--- config.mk ---
export PLATFORM = sky130hd
export DESIGN_NAME = aclk_mode_gen
export DESIGN_NICKNAME = d
export VERILOG_FILES = /design/src/rtl/aclk_pkg.sv /design/src/rtl/aclk_mode_dec.sv /design/src/rtl/aclk_bit_div.sv /design/src/rtl/aclk_frame_div.sv /design/src/rtl/aclk_mode_gen.sv
export SDC_FILE = /design/constraint.sdc
export NUM_CORES = 1
export LEC_CHECK = 0
export BUFFER_PORTS_ARGS = -buffer_cell sky130_fd_sc_hd__buf_4
export CAP_MARGIN = 40
export CORE_MARGIN = 2
export CORE_UTILIZATION = 38
export CTS_BUF_LIST = sky130_fd_sc_hd__clkbuf_8
export CTS_CLUSTER_DIAMETER = 50
export DETAILED_ROUTE_END_ITERATION = 16
export GPL_TIMING_DRIVEN = 1
export HOLD_SLACK_MARGIN = 0.1
export SLEW_MARGIN = 20
export SYNTH_ARGS = -nofsm -noshare
export SYNTH_HDL_FRONTEND = slang
export SYNTH_SLANG_ARGS = --single-unit
export TNS_END_PERCENT = 1
--- constraint.sdc ---
create_clock -name mclk -period 1.8 [get_ports mclk]
set_input_delay 0.18 -clock mclk [delete_from_list [all_inputs] [get_ports mclk]]
set_output_delay 0.18 -clock mclk [all_outputs]
set_load 0.02 [all_outputs]
--- src/rtl/aclk_pkg.sv ---
package aclk_pkg;

   localparam int RATIO_N = 4;

   typedef enum logic [1:0] {
      RAT_256 = 2'd0,
      RAT_384 = 2'd1,
      RAT_512 = 2'd2,
      RAT_768 = 2'd3
   } ratio_e;

   typedef struct packed {
      logic   master;
      logic   hpf_en;
      logic   ttl;
      logic   rsv;
      ratio_e ratio;
   } mode_s;

   // master clock cycles per sample for a ratio index
   function automatic int unsigned ratio_mult(input int unsigned idx);
      int unsigned base;
      base = ((idx % 2) != 0) ? 384 : 256;
      return (idx >= 2) ? base * 2 : base;
   endfunction

endpackage

--- src/rtl/aclk_mode_dec.sv ---
module aclk_mode_dec
   import aclk_pkg::*;
#(
   parameter int CODE_W = 3
) (
   input  logic [CODE_W-1:0]  code,
   input  logic               hi_rate,
   output mode_s              mode,
   output logic [RATIO_N-1:0] ok_mask
);

   if (CODE_W != 3) begin : g_bad_code_w
      $error("aclk_mode_dec: CODE_W must be 3");
   end

   logic is_rsv;
   logic is_slave;

   assign is_rsv   = (code == 3'b101);
   assign is_slave = !code[1] && !is_rsv;

   always_comb begin
      mode.master = code[1];
      mode.rsv    = is_rsv;
      mode.ttl    = (code == 3'b100);
      mode.hpf_en = (code != 3'b001) && !is_rsv;
      // code bit 0 doubles the ratio, code bit 2 picks the 384 family
      mode.ratio  = ratio_e'({code[0], code[2]});
   end

   for (genvar i = 0; i < RATIO_N; i++) begin : g_mask
      localparam bit HIGH_OK = (i < 2);
      logic sel_hit;
      assign sel_hit    = (mode.ratio == ratio_e'(i));
      assign ok_mask[i] = (mode.master && sel_hit && (HIGH_OK || !hi_rate)) ||
                          (is_slave && (HIGH_OK || !hi_rate));
   end

endmodule

--- src/rtl/aclk_bit_div.sv ---
module aclk_bit_div #(
   parameter int CNT_W = 3
) (
   input  logic             clk,
   input  logic             clr,
   input  logic [CNT_W-1:0] half,
   output logic             bclk_q,
   output logic             fall_tick
);

   if (CNT_W < 1) begin : g_bad_cnt_w
      $error("aclk_bit_div: CNT_W must be at least 1");
   end

   logic [CNT_W-1:0] cnt_q;
   logic             wrap;

   assign wrap      = (cnt_q >= (half - CNT_W'(1)));
   assign fall_tick = !clr && wrap && bclk_q;

   always_ff @(posedge clk) begin
      if (clr) begin
         cnt_q  <= '0;
         bclk_q <= 1'b0;
      end else if (wrap) begin
         cnt_q  <= '0;
         bclk_q <= !bclk_q;
      end else begin
         cnt_q  <= cnt_q + CNT_W'(1);
      end
   end

endmodule

--- src/rtl/aclk_frame_div.sv ---
module aclk_frame_div #(
   parameter int BITS_PER_HALF = 32
) (
   input  logic clk,
   input  logic clr,
   input  logic fall_tick,
   output logic lrclk_q
);

   localparam int FW = (BITS_PER_HALF > 2) ? $clog2(BITS_PER_HALF) : 1;
   localparam logic [FW-1:0] LAST = FW'(BITS_PER_HALF - 1);

   if (BITS_PER_HALF < 1) begin : g_bad_half
      $error("aclk_frame_div: BITS_PER_HALF must be positive");
   end

   logic [FW-1:0] bit_q;

   always_ff @(posedge clk) begin
      if (clr) begin
         bit_q   <= '0;
         lrclk_q <= 1'b0;
      end else if (fall_tick) begin
         if (bit_q == LAST) begin
            bit_q   <= '0;
            lrclk_q <= !lrclk_q;
         end else begin
            bit_q   <= bit_q + FW'(1);
         end
      end
   end

endmodule

--- src/rtl/aclk_mode_gen.sv ---
module aclk_mode_gen
   import aclk_pkg::*;
#(
   parameter int CODE_W      = 3,
   parameter int BCLK_PER_FS = 64,
   parameter bit GATE_OUT    = 1'b1
) (
   input  logic              mclk,
   input  logic              pwr_dn,
   input  logic [CODE_W-1:0] mode_code,
   input  logic              hi_rate,
   input  logic              ext_bclk,
   input  logic              ext_lrclk,
   output logic              bclk_o,
   output logic              lrclk_o,
   output logic              clk_oe,
   output logic              is_master,
   output logic              hpf_en,
   output logic              ttl_lvl,
   output logic [3:0]        ratio_ok,
   output logic              rsv_err
);

   localparam int HALF_MAX = 768 / (2 * BCLK_PER_FS);
   localparam int HALF_W   = $clog2(HALF_MAX + 1);

   if (BCLK_PER_FS < 2 || BCLK_PER_FS > 64 ||
       (BCLK_PER_FS & (BCLK_PER_FS - 1)) != 0) begin : g_bad_fs
      $error("aclk_mode_gen: BCLK_PER_FS must be a power of two in 2..64");
   end

   mode_s              md;
   logic [RATIO_N-1:0] ok;
   logic               run;
   logic               clr;
   logic [HALF_W-1:0]  half_tab [RATIO_N];
   logic [HALF_W-1:0]  half_sel;
   logic               bclk_q;
   logic               lrclk_q;
   logic               fall_tick;
   logic               bclk_m;
   logic               lrclk_m;

   aclk_mode_dec #(.CODE_W(CODE_W)) u_dec (
      .code    (mode_code),
      .hi_rate (hi_rate),
      .mode    (md),
      .ok_mask (ok)
   );

   for (genvar i = 0; i < RATIO_N; i++) begin : g_half
      assign half_tab[i] = HALF_W'(ratio_mult(i) / (2 * BCLK_PER_FS));
   end

   assign half_sel = half_tab[md.ratio];
   assign run      = md.master && ok[md.ratio] && !pwr_dn;
   assign clr      = !run;

   aclk_bit_div #(.CNT_W(HALF_W)) u_bdiv (
      .clk       (mclk),
      .clr       (clr),
      .half      (half_sel),
      .bclk_q    (bclk_q),
      .fall_tick (fall_tick)
   );

   aclk_frame_div #(.BITS_PER_HALF(BCLK_PER_FS / 2)) u_fdiv (
      .clk       (mclk),
      .clr       (clr),
      .fall_tick (fall_tick),
      .lrclk_q   (lrclk_q)
   );

   if (GATE_OUT) begin : g_gated
      assign bclk_m  = bclk_q  && run;
      assign lrclk_m = lrclk_q && run;
   end else begin : g_raw
      assign bclk_m  = bclk_q;
      assign lrclk_m = lrclk_q;
   end

   always_comb begin
      if (md.master) begin
         bclk_o  = bclk_m;
         lrclk_o = lrclk_m;
      end else if (md.rsv) begin
         bclk_o  = 1'b0;
         lrclk_o = 1'b0;
      end else begin
         bclk_o  = ext_bclk;
         lrclk_o = ext_lrclk;
      end
   end

   assign clk_oe    = md.master;
   assign is_master = md.master;
   assign hpf_en    = md.hpf_en;
   assign ttl_lvl   = md.ttl;
   assign rsv_err   = md.rsv;
   assign ratio_ok  = ok;

endmodule

Word-level counts from Yosys, hierarchy flattened
Cells that the tools add are included.

storage, ports and cells
  register bits = 10
  bits in latches = 0
  memory bits (writable) = 0
  ROM bits = 0
  input port bits = 8
  memories = 0

cells by class
  $add $sub $neg = 3
  multiply operators = 0
  div/mod/pow operators = 0
  $lt $le $gt $ge = 3
  equality and inequality tests = 7
  shift operators = 0
  mux-type cells = 10
  bitwise gates (word level) = 2
  reduce and logical (&&, ||, !) cells = 28

operators with widths
  cell                   count
  $logic_and A1 B1 Y1    15
  $bmux W3 S2            1
  $eq A3 B3 Y1 const B   2
  $logic_not A1 Y1       6
  $mux W3                2
  $add A5 B1 Y5 const B  1
  $eq A5 B5 Y1 const B   1
  $mux W1                5
  $mux W5                1
  $eq A2 B2 Y1 const B   2
  $logic_or A1 B1 Y1     4
  $add A3 B1 Y3 const B  1
  $ge A3 B3 Y1           1
  $ge A3 B3 Y1 const B   1
  $lt A2 B3 Y1 const B   1
  $ne A3 B1 Y1 const B   1
  $not A2 Y3             1
  $sub A3 B1 Y3 const B  1
  $bmux W1 S2            1
  $eq A2 B1 Y1 const B   1
  $logic_not A2 Y1       1
  $reduce_and A2 Y1      1
  $reduce_or A2 Y1       1
  $not A1 Y1             1

Depth between registers and ports, before layout
  word-level depth = 12
  gate-level depth with buffers = 9
  depth with buffers taken out = 8

Cells and area by module
A second synthesis with hierarchy kept.

unflattened totals
  cell total of the unflattened synthesis = 81
  area, all modules = 728.2 µm²

modules (own cells, without submodules)
  module          times used  cells each  area an instance (µm²)
  aclk_frame_div  1           30          272.8
  aclk_bit_div    1           25          256.5
  aclk_mode_dec   1           16          112.6
  aclk_mode_gen   1           10          86.3

Worst setup path before layout
OpenSTA, ideal clock, no wires.

  kind = input port to flip-flop
  from = input port mode_code[2]
  to = register u_fdiv.bit_q[0]
  library setup time = 66 ps
  data arrival time = 1675 ps
  required time = 1734 ps
  slack = 59 ps
  cell stages on the path = 9
  path buffers = 1
  cells stage by stage = inv_1 ha_1 inv_1 ha_1 nand2_1 o21a_1 buf_6 or4_4 a21oi_2

between the ends
  longest elaborated chain between the ends = 11
  elaborated cells on any way between the ends = 30
  those cells by class = 1 x add/sub; 1 x order compare; 4 x eq/ne; 5 x mux; 1 x bitwise; 18 x reduce/logical

ends and longest elaborated chain
  item                                                                    RTL line              text
  from (decl)                                                             aclk_mode_gen.sv:10   input logic [CODE_W-1:0] mode_code,
  parallel branches: the longest is 11 deep, another holds $sub A3 B1 Y3  -
  to (signal assigned)                                                    aclk_frame_div.sv:28  bit_q <= bit_q + FW'(1);
  to (decl)                                                               aclk_frame_div.sv:17  logic [FW-1:0] bit_q;

Several ways; the timed one is not identified. The select of a mux whose other input is x is not followed.
A chain may end at the register's enable or synchronous reset.

Final worst setup path
  from = register u_bdiv.cnt_q[0]
  to = register u_fdiv.bit_q[3]

between the ends
  longest elaborated chain between the ends = 3

ends and longest elaborated chain
  item                              RTL line            text
  from (decl)                       aclk_bit_div.sv:15  logic [CNT_W-1:0] cnt_q;
  from (signal assigned)            aclk_bit_div.sv:29  cnt_q <= cnt_q + CNT_W'(1);
  $ge A3 B3 Y1                      aclk_bit_div.sv:18  assign wrap = (cnt_q >= (half - CNT_W'(1)));
  $logic_and A1 B1 Y1 (2 in a row)  aclk_bit_div.sv:19  assign fall_tick = !clr && wrap && bclk_q;

Every way passes these cells.

==> impl_metrics.json <==
{
  "synth.area.top_cells": "dfxtp_1, ha_1, a21oi_1",
  "syn_nets": 109,
  "critPathKind": "flip-flop to flip-flop",
  "clock-sinks": 10,
  "hold_buffers": 0,
  "fillers": 176,
  "ios": 19,
  "outcome": "completed",
  "timing.rr.start": "u_bdiv.cnt_q[0]$_SDFF_PP0_",
  "final_common_cell": "buf_4",
  "drive_above_1_share_pct": 31.0,
  "initial_core_util_pct": 41.6,
  "finalCriticalPeriod_ns": 1.71,
  "hpwl_mm": 1.31,
  "hold_class": "flip-flop to flip-flop",
  "drcViolationCount": 0,
  "drtPass1Iterations": 4,
  "r2r_cells": 6,
  "dieArea_sq_mm": 0.00232,
  "crit_path_max_incr_delay_ns": 0.48,
  "first_iter_violations": 8,
  "fin_worst_skew_ns": 0.00115,
  "cts_resized": 0,
  "post-cts-setup-buffers": 0,
  "slowest_stage": "or4_1",
  "htreeDepth": 1,
  "synth_top_area_share_pct": 27.0,
  "wire_per_inst_um": 11.7,
  "syn_inst": 90,
  "seq_area_frac_synth_pct": 27.0,
  "rsz0062_at_grt": "no",
  "cp.required_ns": 1.97,
  "power_mw": 0.653,
  "setup_viol": 0,
  "critPathCapture": "u_fdiv.bit_q[3]$_SDFFE_PP0P_",
  "hold-worst-slack_ns": 0.469,
  "multi_input_area_sq_um": 473,
  "rows": 15,
  "ir_worst_vdd_v": 0.000613,
  "numCtsBuffers": 3,
  "seqCellArea_sq_um": 200,
  "final_core_util_pct": 55.9,
  "cp-start-kind": "flip-flop",
  "root_buffer": "clkbuf_8",
  "cap_violations": 0,
  "diodes": 0,
  "rrSetupSlack_ns": 0.09,
  "routed_wirelength_mm": 1.65,
  "antenna_found_initial": 0,
  "clk_pin_slew_ns": 0.05,
  "grt_pass1_wl_mm": 2.58,
  "insertion_delay_ns": 0.24,
  "leakage_nw": 0.444,
  "postSynthAreaPerCell_sq_um": 8.24,
  "crit_chain": "inv_1 > ha_1 > nor2b_4 > o21a_2 > or4_1 > a21oi_1",
  "area_delta_synth_final_pct": 34.2,
  "num-nets-final": 136,
  "vias_per_cell": 4.99,
  "cp-end-kind": "flip-flop",
  "die_w_um": 48.2,
  "drtAntennaViolNets": 0,
  "fin_setup_tns_ns": 0,
  "final-max-slew-violation-count": 0,
  "max_freq_mhz": 586,
  "cp-startpoint": "u_bdiv.cnt_q[0]$_SDFF_PP0_",
  "grt_start_max_net_pins": 13,
  "core_area_sq_mm": 0.00178,
  "cp_max_fo": 8,
  "worst_ep_arrival_time_ns": 1.87,
  "final_cell_mix": "buf_4, ha_1, dfxtp_1, inv_1, a21oi_1",
  "vias": 703,
  "ys_warn_count": 0,
  "synth_seq_cells": 10,
  "gp_congestion": 0.802,
  "grt_overflow": 0,
  "synth_cell_types": 29,
  "track_usage_pct": 16.4,
  "worstMarginPinSlew_ns": 0.420,
  "cts_tree": "built",
  "clk_path_buf_depth": 2,
  "synth_area_leader_cell": "dfxtp_1",
  "reg2reg_to": "u_fdiv.bit_q[3]$_SDFFE_PP0P_",
  "timing.final.crit_share_pct": 94.8,
  "port_buffers": 18,
  "die-height_um": 48.2,
  "first_global_vias": 602,
  "relSlewSlack_pct": 71.8,
  "powerDensity_mw_per_mm2": 656,
  "syn-cell-area_sq_um": 742,
  "final-hold-violation-count": 0
}
==> kinds of logic after synthesis <==
family | Yosys count | share of synthesized area, %
and+or+nand+nor | 30 | 24.8
AOI/OAI and AO/OA | 22 | 16.5
buffers and inverters | 14 | 9.44
adders and majority gates | 11 | 18.5
DFF | 10 | 27.0
xor gates and xnor gates | 2 | 2.36
muxes | 1 | 1.35
==> critical path, delay by kind of cell, from the launching register on <==
family	cells	cell delay, ns
AND/OR/NAND/NOR	2	0.53
AO/OA/AOI/OAI	2	0.39
flip-flops	1	0.36
adder cells (fa/ha/maj)	1	0.31
buffers and inverters	1	0.06
==> registers in the layout, indices dropped and copies added (netlist names) <==
signal	flops
u_fdiv.bit_q	5
u_bdiv.cnt_q	3
u_bdiv.bclk_q	1
u_fdiv.lrclk_q	1
==> layer usage <==
| metal | vias to the layer above | routed length, um | GRT usage, % |
|---|---|---|---|
| met5 | - | 0 | 0 |
| met4 | 0 | 30 | 8.11 |
| met3 | 4 | 123 | 4.44 |
| met2 | 22 | 723 | 25.0 |
| met1 | 313 | 775 | 21.2 |
| li1 | 364 | - | - |
==> metrics by stage <==
step | instances | worst slack, ns | cell area [sq um]
3_5_place_dp | 137 | -0.125 | 940
2_1_floorplan | 90 | 0.0587 | 742
5_1_grt | 141 | 0.00924 | 996
6_report | 141 | 0.0937 | 996
4_1_cts | 141 | 0.0504 | 995
3_3_place_gp | 137 | -0.0696 | 940
==> synth_stat cells <==
library cell	count
ha_1	11
dfxtp_1	10
inv_1	9
a21oi_1	8
o21ai_0	8
nand2_1	5
nor3_1	5
nand3_1	4
nor2b_1	3
buf_2	2
buf_4	2
nand4b_1	2
nor2_1	2
nor3b_1	2
o31ai_1	2
xnor2_1	2
a21oi_2	1
a31oi_1	1
and3_1	1
buf_6	1
mux2i_1	1
nand2b_1	1
nor2b_4	1
nor3_2	1
o21a_1	1
o21ai_1	1
or3_1	1
or4_1	1
or4_4	1
==> worst min-delay path by stage <==
stage / depth (start not counted) / from / slack [ns] / endpoint
2_1_floorplan: 2 / pwr_dn / 0.39 / u_bdiv.cnt_q[2]$_SDFF_PP0_
3_3_place_gp: 1 / u_bdiv.cnt_q[0]$_SDFF_PP0_ / 0.47 / u_bdiv.cnt_q[0]$_SDFF_PP0_
3_5_place_dp: 1 / u_bdiv.cnt_q[0]$_SDFF_PP0_ / 0.47 / u_bdiv.cnt_q[0]$_SDFF_PP0_
4_1_cts: 1 / u_bdiv.cnt_q[0]$_SDFF_PP0_ / 0.48 / u_bdiv.cnt_q[0]$_SDFF_PP0_
5_1_grt: 1 / u_bdiv.cnt_q[0]$_SDFF_PP0_ / 0.49 / u_bdiv.cnt_q[0]$_SDFF_PP0_
6_report: 1 / u_bdiv.cnt_q[0]$_SDFF_PP0_ / 0.47 / u_bdiv.cnt_q[0]$_SDFF_PP0_
==> power by group <==
group,leakage [nW],switching (mW),total (mW),internal (mW)
clock network,0.0288,0.0899,0.282,0.192
registers,0.0807,0.00235,0.226,0.224
logic,0.334,0.0776,0.145,0.0670
total,0.444,0.170,0.653,0.484
==> layout make-up <==
cell class	count	area share [%]
multi-input combinational	66	47.5
sequential	10	20.1
clock buffer	4	5.53
inverter	9	3.39
tap	25	3.14
timing repair buffer	27	20.4
Note: power is estimated with default switching activity, not from simulation.
